### src/rtl/pwmc_pkg.sv
package pwmc_pkg;

    localparam int ADDR_W = 2;
    localparam logic [ADDR_W-1:0] A_CTRL = 2'd0;
    localparam logic [ADDR_W-1:0] A_DIS  = 2'd1;
    localparam logic [ADDR_W-1:0] A_MASK = 2'd2;

    typedef enum logic [1:0] {B_RUN, B_OFF, B_WAIT} bank_st_t;
    typedef enum logic {M_OPEN, M_LOCKED} mask_st_t;
    typedef enum logic {LD_IDLE, LD_ARMED} ldok_st_t;

    typedef struct packed {
        logic [1:0] ldfq;
        logic [2:0] pol;
        logic [1:0] prsc;
    } ctrl_t;

endpackage

### src/rtl/pwmc_regs.sv
module pwmc_regs
    import pwmc_pkg::*;
#(
    parameter int NUM_OUT  = 6,
    parameter int NUM_BANK = 2
) (
    input  logic                clk,
    input  logic                rst_n,
    input  logic                wr,
    input  logic [ADDR_W-1:0]   addr,
    input  logic [7:0]          wdata,
    output logic [7:0]          rdata,
    output ctrl_t               ctrl,
    output logic [NUM_BANK-1:0] dis,
    output logic [NUM_OUT-1:0]  mask
);

    logic [7:0] ctrl_q;
    mask_st_t   mst_q, mst_d;

    // Register state: control and disable bytes
    always_ff @(posedge clk or negedge rst_n) begin
        if (!rst_n) begin
            ctrl_q <= '0;
            dis    <= '0;
        end else if (wr) begin
            if (addr == A_CTRL) ctrl_q <= wdata & 8'h7F;
            if (addr == A_DIS)  dis    <= wdata[NUM_BANK-1:0];
        end
    end

    // Write-once mask: state register
    always_ff @(posedge clk or negedge rst_n) begin
        if (!rst_n) mst_q <= M_OPEN;
        else        mst_q <= mst_d;
    end

    always_comb begin
        mst_d = mst_q;
        unique case (mst_q)
            M_OPEN:   if (wr && addr == A_MASK) mst_d = M_LOCKED;
            M_LOCKED: mst_d = M_LOCKED;
        endcase
    end

    always_ff @(posedge clk or negedge rst_n) begin
        if (!rst_n)                                     mask <= '0;
        else if (mst_q == M_OPEN && wr && addr == A_MASK) mask <= wdata[NUM_OUT-1:0];
    end

    assign ctrl = ctrl_t'(ctrl_q[6:0]);

    always_comb begin
        rdata = '0;
        unique case (addr)
            A_CTRL:  rdata = ctrl_q;
            A_DIS:   rdata[NUM_BANK-1:0] = dis;
            A_MASK:  rdata[NUM_OUT-1:0]  = mask;
            default: rdata = '0;
        endcase
    end


    mask_frozen_chk: assert property (@(posedge clk) disable iff (!rst_n)
        (mst_q == M_LOCKED) |=> $stable(mask));

endmodule

### src/rtl/pwmc_commit.sv
module pwmc_commit
    import pwmc_pkg::*;
#(
    parameter int CNT_W = 3
) (
    input  logic       clk,
    input  logic       rst_n,
    input  logic       cycle_start,
    input  logic       ldok_set,
    input  logic       sw_corr,
    input  ctrl_t      ctrl,
    output logic [1:0] act_prsc,
    output logic [2:0] act_pol,
    output logic [1:0] act_ldfq,
    output logic       ldok
);

    ldok_st_t   ld_q, ld_d;
    logic [CNT_W-1:0] cnt_q;
    logic [CNT_W-1:0] last_cnt;
    logic       commit_prsc;
    logic       load_end;

    // Load-ok flag: state register
    always_ff @(posedge clk or negedge rst_n) begin
        if (!rst_n) ld_q <= LD_IDLE;
        else        ld_q <= ld_d;
    end

    always_comb begin
        ld_d = ld_q;
        unique case (ld_q)
            LD_IDLE:  if (ldok_set) ld_d = LD_ARMED;
            LD_ARMED: if (cycle_start && !ldok_set) ld_d = LD_IDLE;
        endcase
    end

    assign ldok        = (ld_q == LD_ARMED);
    assign commit_prsc = cycle_start && ldok;

    // Last count value of a load cycle: 2**code - 1
    always_comb begin
        unique case (act_ldfq)
            2'd0: last_cnt = CNT_W'(0);
            2'd1: last_cnt = CNT_W'(1);
            2'd2: last_cnt = CNT_W'(3);
            2'd3: last_cnt = CNT_W'(7);
        endcase
    end

    assign load_end = cycle_start && (cnt_q == last_cnt);

    always_ff @(posedge clk or negedge rst_n) begin
        if (!rst_n) begin
            cnt_q    <= '0;
            act_ldfq <= '0;
            act_prsc <= '0;
            act_pol  <= '0;
        end else begin
            if (load_end) begin
                cnt_q    <= '0;
                act_ldfq <= ctrl.ldfq;
            end else if (cycle_start) begin
                cnt_q <= cnt_q + 1'b1;
            end
            if (commit_prsc)             act_prsc <= ctrl.prsc;
            if (cycle_start && sw_corr)  act_pol  <= ctrl.pol;
        end
    end


    prsc_hold_chk: assert property (@(posedge clk) disable iff (!rst_n)
        !(cycle_start && ldok) |=> $stable(act_prsc));

    ldok_clear_chk: assert property (@(posedge clk) disable iff (!rst_n)
        (cycle_start && ldok && !ldok_set) |=> !ldok);

    pol_hold_chk: assert property (@(posedge clk) disable iff (!rst_n)
        !(cycle_start && sw_corr) |=> $stable(act_pol));

    ldfq_hold_chk: assert property (@(posedge clk) disable iff (!rst_n)
        !cycle_start |=> $stable(act_ldfq));

endmodule

### src/rtl/pwmc_bank_gate.sv
module pwmc_bank_gate
    import pwmc_pkg::*;
(
    input  logic clk,
    input  logic rst_n,
    input  logic dis,
    input  logic cycle_start,
    output logic force_off
);

    bank_st_t st_q, st_d;

    always_ff @(posedge clk or negedge rst_n) begin
        if (!rst_n) st_q <= B_RUN;
        else        st_q <= st_d;
    end

    always_comb begin
        st_d = st_q;
        unique case (st_q)
            B_RUN:  if (dis) st_d = B_OFF;
            B_OFF:  if (!dis) st_d = cycle_start ? B_RUN : B_WAIT;
            B_WAIT: if (dis) st_d = B_OFF;
                    else if (cycle_start) st_d = B_RUN;
            default: st_d = B_RUN;
        endcase
    end

    // Output process
    always_comb begin
        force_off = dis || (st_q != B_RUN);
    end


    release_at_cs_chk: assert property (@(posedge clk) disable iff (!rst_n)
        (st_q != B_RUN && !cycle_start) |=> (st_q != B_RUN));

endmodule

### src/rtl/pwmc_buffered_ctrl.sv
module pwmc_buffered_ctrl
    import pwmc_pkg::*;
#(
    parameter int NUM_X = 4,
    parameter int NUM_Y = 2
) (
    input  logic       clk,
    input  logic       rst_n,
    input  logic       bus_wr,
    input  logic [1:0] bus_addr,
    input  logic [7:0] bus_wdata,
    output logic [7:0] bus_rdata,
    input  logic       cycle_start,
    input  logic       ldok_set,
    input  logic       sw_corr,
    input  logic [5:0] pwm_in,
    output logic [5:0] pwm_out,
    output logic [1:0] act_prsc,
    output logic [1:0] act_ldfq,
    output logic [2:0] act_pol,
    output logic [7:0] stat_rdata
);

    localparam int NUM_OUT  = NUM_X + NUM_Y;
    localparam int NUM_BANK = 2;

    ctrl_t               ctrl;
    logic [NUM_BANK-1:0] dis;
    logic [NUM_OUT-1:0]  mask;
    logic [NUM_BANK-1:0] force_off;
    logic                ldok;

    pwmc_regs #(.NUM_OUT(NUM_OUT), .NUM_BANK(NUM_BANK)) u_regs (
        .clk(clk), .rst_n(rst_n), .wr(bus_wr), .addr(bus_addr),
        .wdata(bus_wdata), .rdata(bus_rdata), .ctrl(ctrl),
        .dis(dis), .mask(mask)
    );

    pwmc_commit #(.CNT_W(3)) u_commit (
        .clk(clk), .rst_n(rst_n), .cycle_start(cycle_start),
        .ldok_set(ldok_set), .sw_corr(sw_corr), .ctrl(ctrl),
        .act_prsc(act_prsc), .act_pol(act_pol), .act_ldfq(act_ldfq),
        .ldok(ldok)
    );

    for (genvar b = 0; b < NUM_BANK; b++) begin : g_bank
        pwmc_bank_gate u_gate (
            .clk(clk), .rst_n(rst_n), .dis(dis[b]),
            .cycle_start(cycle_start), .force_off(force_off[b])
        );
    end

    for (genvar i = 0; i < NUM_OUT; i++) begin : g_out
        localparam int BANK = (i < NUM_X) ? 0 : 1;
        assign pwm_out[i] = pwm_in[i] & ~(mask[i] & force_off[BANK]);
    end

    assign stat_rdata = {ldok, act_ldfq, act_pol, act_prsc};


    x_forced_low_chk: assert property (@(posedge clk) disable iff (!rst_n)
        (dis[0] && mask[0]) |-> !pwm_out[0]);

    y_forced_low_chk: assert property (@(posedge clk) disable iff (!rst_n)
        (dis[1] && mask[NUM_X]) |-> !pwm_out[NUM_X]);

endmodule

### config.mk
export PLATFORM = sky130hd
export DESIGN_NAME = pwmc_buffered_ctrl
export DESIGN_NICKNAME = d
export VERILOG_FILES = /design/src/rtl/pwmc_pkg.sv /design/src/rtl/pwmc_regs.sv /design/src/rtl/pwmc_commit.sv /design/src/rtl/pwmc_bank_gate.sv /design/src/rtl/pwmc_buffered_ctrl.sv
export SDC_FILE = /design/constraint.sdc
export NUM_CORES = 1
export LEC_CHECK = 0
export CORE_ASPECT_RATIO = 2
export CORE_UTILIZATION = 38
export DETAILED_ROUTE_END_ITERATION = 6
export GPL_TIMING_DRIVEN = 0
export PLACE_DENSITY = 0.73
export SYNTH_ARGS = -nofsm -noshare
export SYNTH_HDL_FRONTEND = slang
export SYNTH_HIERARCHICAL = 1
export SYNTH_SLANG_ARGS = --single-unit
### constraint.sdc
create_clock -name clk -period 3 [get_ports clk]
set_input_delay 0.6 -clock clk [delete_from_list [all_inputs] [get_ports clk]]
set_output_delay 0.6 -clock clk [all_outputs]
set_load 0.005 [all_outputs]
==> results.cfg <==
[run_status]
status = finished clean

[sta]
setup_tns_ps = 0
fin_ws_ps = 196.9
slew_headroom_pct = 54.76
final-max-slew-violation-count = 0
min_period_ps = 2803
setup_viol = 0
rsz0062_at_grt = false
hold_viol = 0
clock.fmax_ghz = 0.3567
clock_skew_ps = 5.170
tightest_slew_ps = 678.6
fin_crit_sh_pct = 93.44

[setup_path]
startpoint_type = input pin
crit_fanout = 10
required_ps = 2400
reg2reg_from = u_commit/act_ldfq[1]
cp-end-kind = output pin
crit_type = input pin to output pin
r2r_cells = 4
crit_arrival_ps = 2200
r2r-end = u_commit/act_ldfq[1]
startpoint = bus_addr[0]
rrSetupSlack_ps = 1340

[placement]
placedInstanceArea_mm2 = 0.002074
gp_congestion = 0.7851
io_buffers = 48
post-place-ws_ps = 194.1
dp_hpwl_um = 2660

[cts]
cts_resized = 0
cts_tree = done
clockRootBuffer = clkbuf_8
insertion_delay_ps = 280
clock-sinks = 31
numCtsBuffers = 5
clk_pin_slew_ps = 60
ctsHtreeMaxLevel = 2
ctsHoldBuffers = 0
clock_path_buffers = 2
post-cts-setup-buffers = 0

[floorplan]
row_count = 32
die_h_um = 91.74
die_w_um = 46.87
ios = 51
start_util_pct = 39.81
core_mm2 = 0.003844
die_area_mm2 = 0.004300

[yosys]
async_flop_share_pct = 100.0
ys_ff_latch = 31
ys_seq_area_share_pct = 50.70
avgSynthCellArea_um2 = 12.65
synth_compound_area_share_pct = 9.730
synth_edf_count = 0
muxShareOfSynthArea_pct = 20.77
synthCells = 121
yosys_warnings = 6
synth_top_family_by_area = multiplexers
ys_types = 35
synth_nets = 144
yosys.area_share.simple_pct = 9.321
syn_area_mm2 = 0.001530
synth_top_flop_cell = dfrtp_1
synthAdderAreaFrac_pct = 0.8177
synth_xor_xnor_area_share_pct = 1.717

[global_route]
grtUsageTotal_pct = 18.77
antenna_found_initial = 0
grt_max_degree = 32
grt_pass1_wl_um = 5582
grt_overflow_total = 0
grt_pass1_vias = 1167

[layout]
final_cell_area_mm2 = 0.002170
drive_gt1_share_pct = 24.29
fillers = 361
final_util_pct = 56.45
area_delta_synth_final_pct = 41.78
diodes = 0
nets = 199

[route]
viasPerCell = 4.921
drt_iter0_markers = 23
avgRoutedWirePerCell_um = 15.20
wirelength_um = 3465
vias = 1122
drt_first_pass_iters = 4
drc = 0
antenna_left = 0

[hold_path]
hp-class = input pin to async pin

[power_and_ir_drop]
p_total_uw = 1513
switching_share_pct = 28.22
power_leakage_uw = 0.0009306
switching_power_uw = 427.0
seqPwrFrac_pct = 41.6
max-vdd-ir-drop_uv = 449.5
clkPwrFrac_pct = 23.2
powerDensity_mw_per_mm2 = 697.4
internal_power_uw = 1086
pwr-share-comb_pct = 35.2

[flow_run]
maxCapViolations = 0
==> registers in the layout, indices dropped and copies added (netlist names) <==
| name | count |
|---|---|
| u_regs/ctrl_q | 7 |
| u_regs/mask | 6 |
| g_bank.u_gate/st_q | 4 |
| u_commit/act_pol | 3 |
| u_commit/cnt_q | 3 |
| u_commit/act_ldfq | 2 |
| u_commit/act_prsc | 2 |
| u_regs/dis | 2 |
| u_commit/ldok | 1 |
| u_regs/mst_q | 1 |
==> layout by cell type, fill, tap and decap left out, types with 3 or more instances in the layout <==
master	synthesis	final
clkbuf_8	0	7
clkdlybuf4s50_1	0	47
nor2_1	6	6
buf_4	12	12
dfrtp_1	31	31
mux2_1	7	7
a21boi_1	3	3
mux2i_1	7	7
a21boi_0	4	4
nand2_1	4	4
mux2_2	15	15
==> critical path, cell delays in order <==
cell	delay, ps
clkdlybuf4s50_1	540
buf_4	210
nor2b_1	200
o2bb2ai_1	140
clkdlybuf4s50_1	520
==> layout make-up <==
type / instances / area, um^2 / share of cell area [%]
Tap cell: 51 / 63.81 / 2.941
Sequential cell: 31 / 775.7 / 35.76
Timing Repair Buffer: 48 / 475.5 / 21.91
Clock buffer: 8 / 100.1 / 4.614
Multi-Input combinational cell: 75 / 651.9 / 30.05
Inverter: 2 / 7.507 / 0.3460
Buffer: 13 / 95.09 / 4.383
==> worst max-delay path by stage <==
stage | to | cells past startpoint
final | bus_rdata[1] | 5
after global routing | bus_rdata[0] | 5
after CTS | bus_rdata[1] | 5
after detailed placement | bus_rdata[1] | 5
after global placement | bus_rdata[1] | 5
after floorplan | bus_rdata[0] | 3
==> cell usage after synthesis (2+ instances only) <==
library cell	number	area [um^2]
mux2i_1	7	70.07
nand2_1	4	15.01
buf_4	12	90.09
mux2_2	15	168.9
mux2_1	7	78.83
inv_1	2	7.510
dfrtp_1	31	775.7
a21boi_1	3	22.52
xnor2_1	2	17.52
nor2b_1	2	12.51
or3_1	2	12.51
a21boi_0	4	30.03
o2bb2ai_1	2	17.52
nor2_1	6	22.52
nor3_1	2	10.01
==> through the flow <==
step / cells / hold slack [ps]
floorplan: 121 / 304.4
global placement: 220 / 450.0
detailed placement: 220 / 479.3
CTS: 228 / 492.3
global route: 228 / 411.9
finish: 228 / 358.5
==> power by group through the flow <==
stage / clock network, uW / registers (uW) / logic (uW)
detailed placement: 0 / 636 / 541
CTS: 362 / 630 / 542
floorplan: 0 / 609 / 276
finish: 351 / 630 / 532
global route: 386 / 646 / 580
global placement: 0 / 623 / 521
==> cells by family after synthesis <==
group | after synthesis
flip-flops | 31
multiplexers | 29
AND/OR/NAND/NOR | 23
AO/OA/AOI/OAI | 18
buffers and inverters | 15
XOR/XNOR | 3
adder cells (fa/ha/maj) | 1
other | 1
==> layer usage <==
metal  part of all wire (%)  global-route usage, %  vias to the layer above
met4                    3.1                  9.762                        0
li1                       -                      -                      532
met5                      0                      0                        -
met3                    5.4                  5.118                        9
met1                     34                  19.23                      545
met2                     57                  32.18                       36
Power figures use the tool's default switching activity.
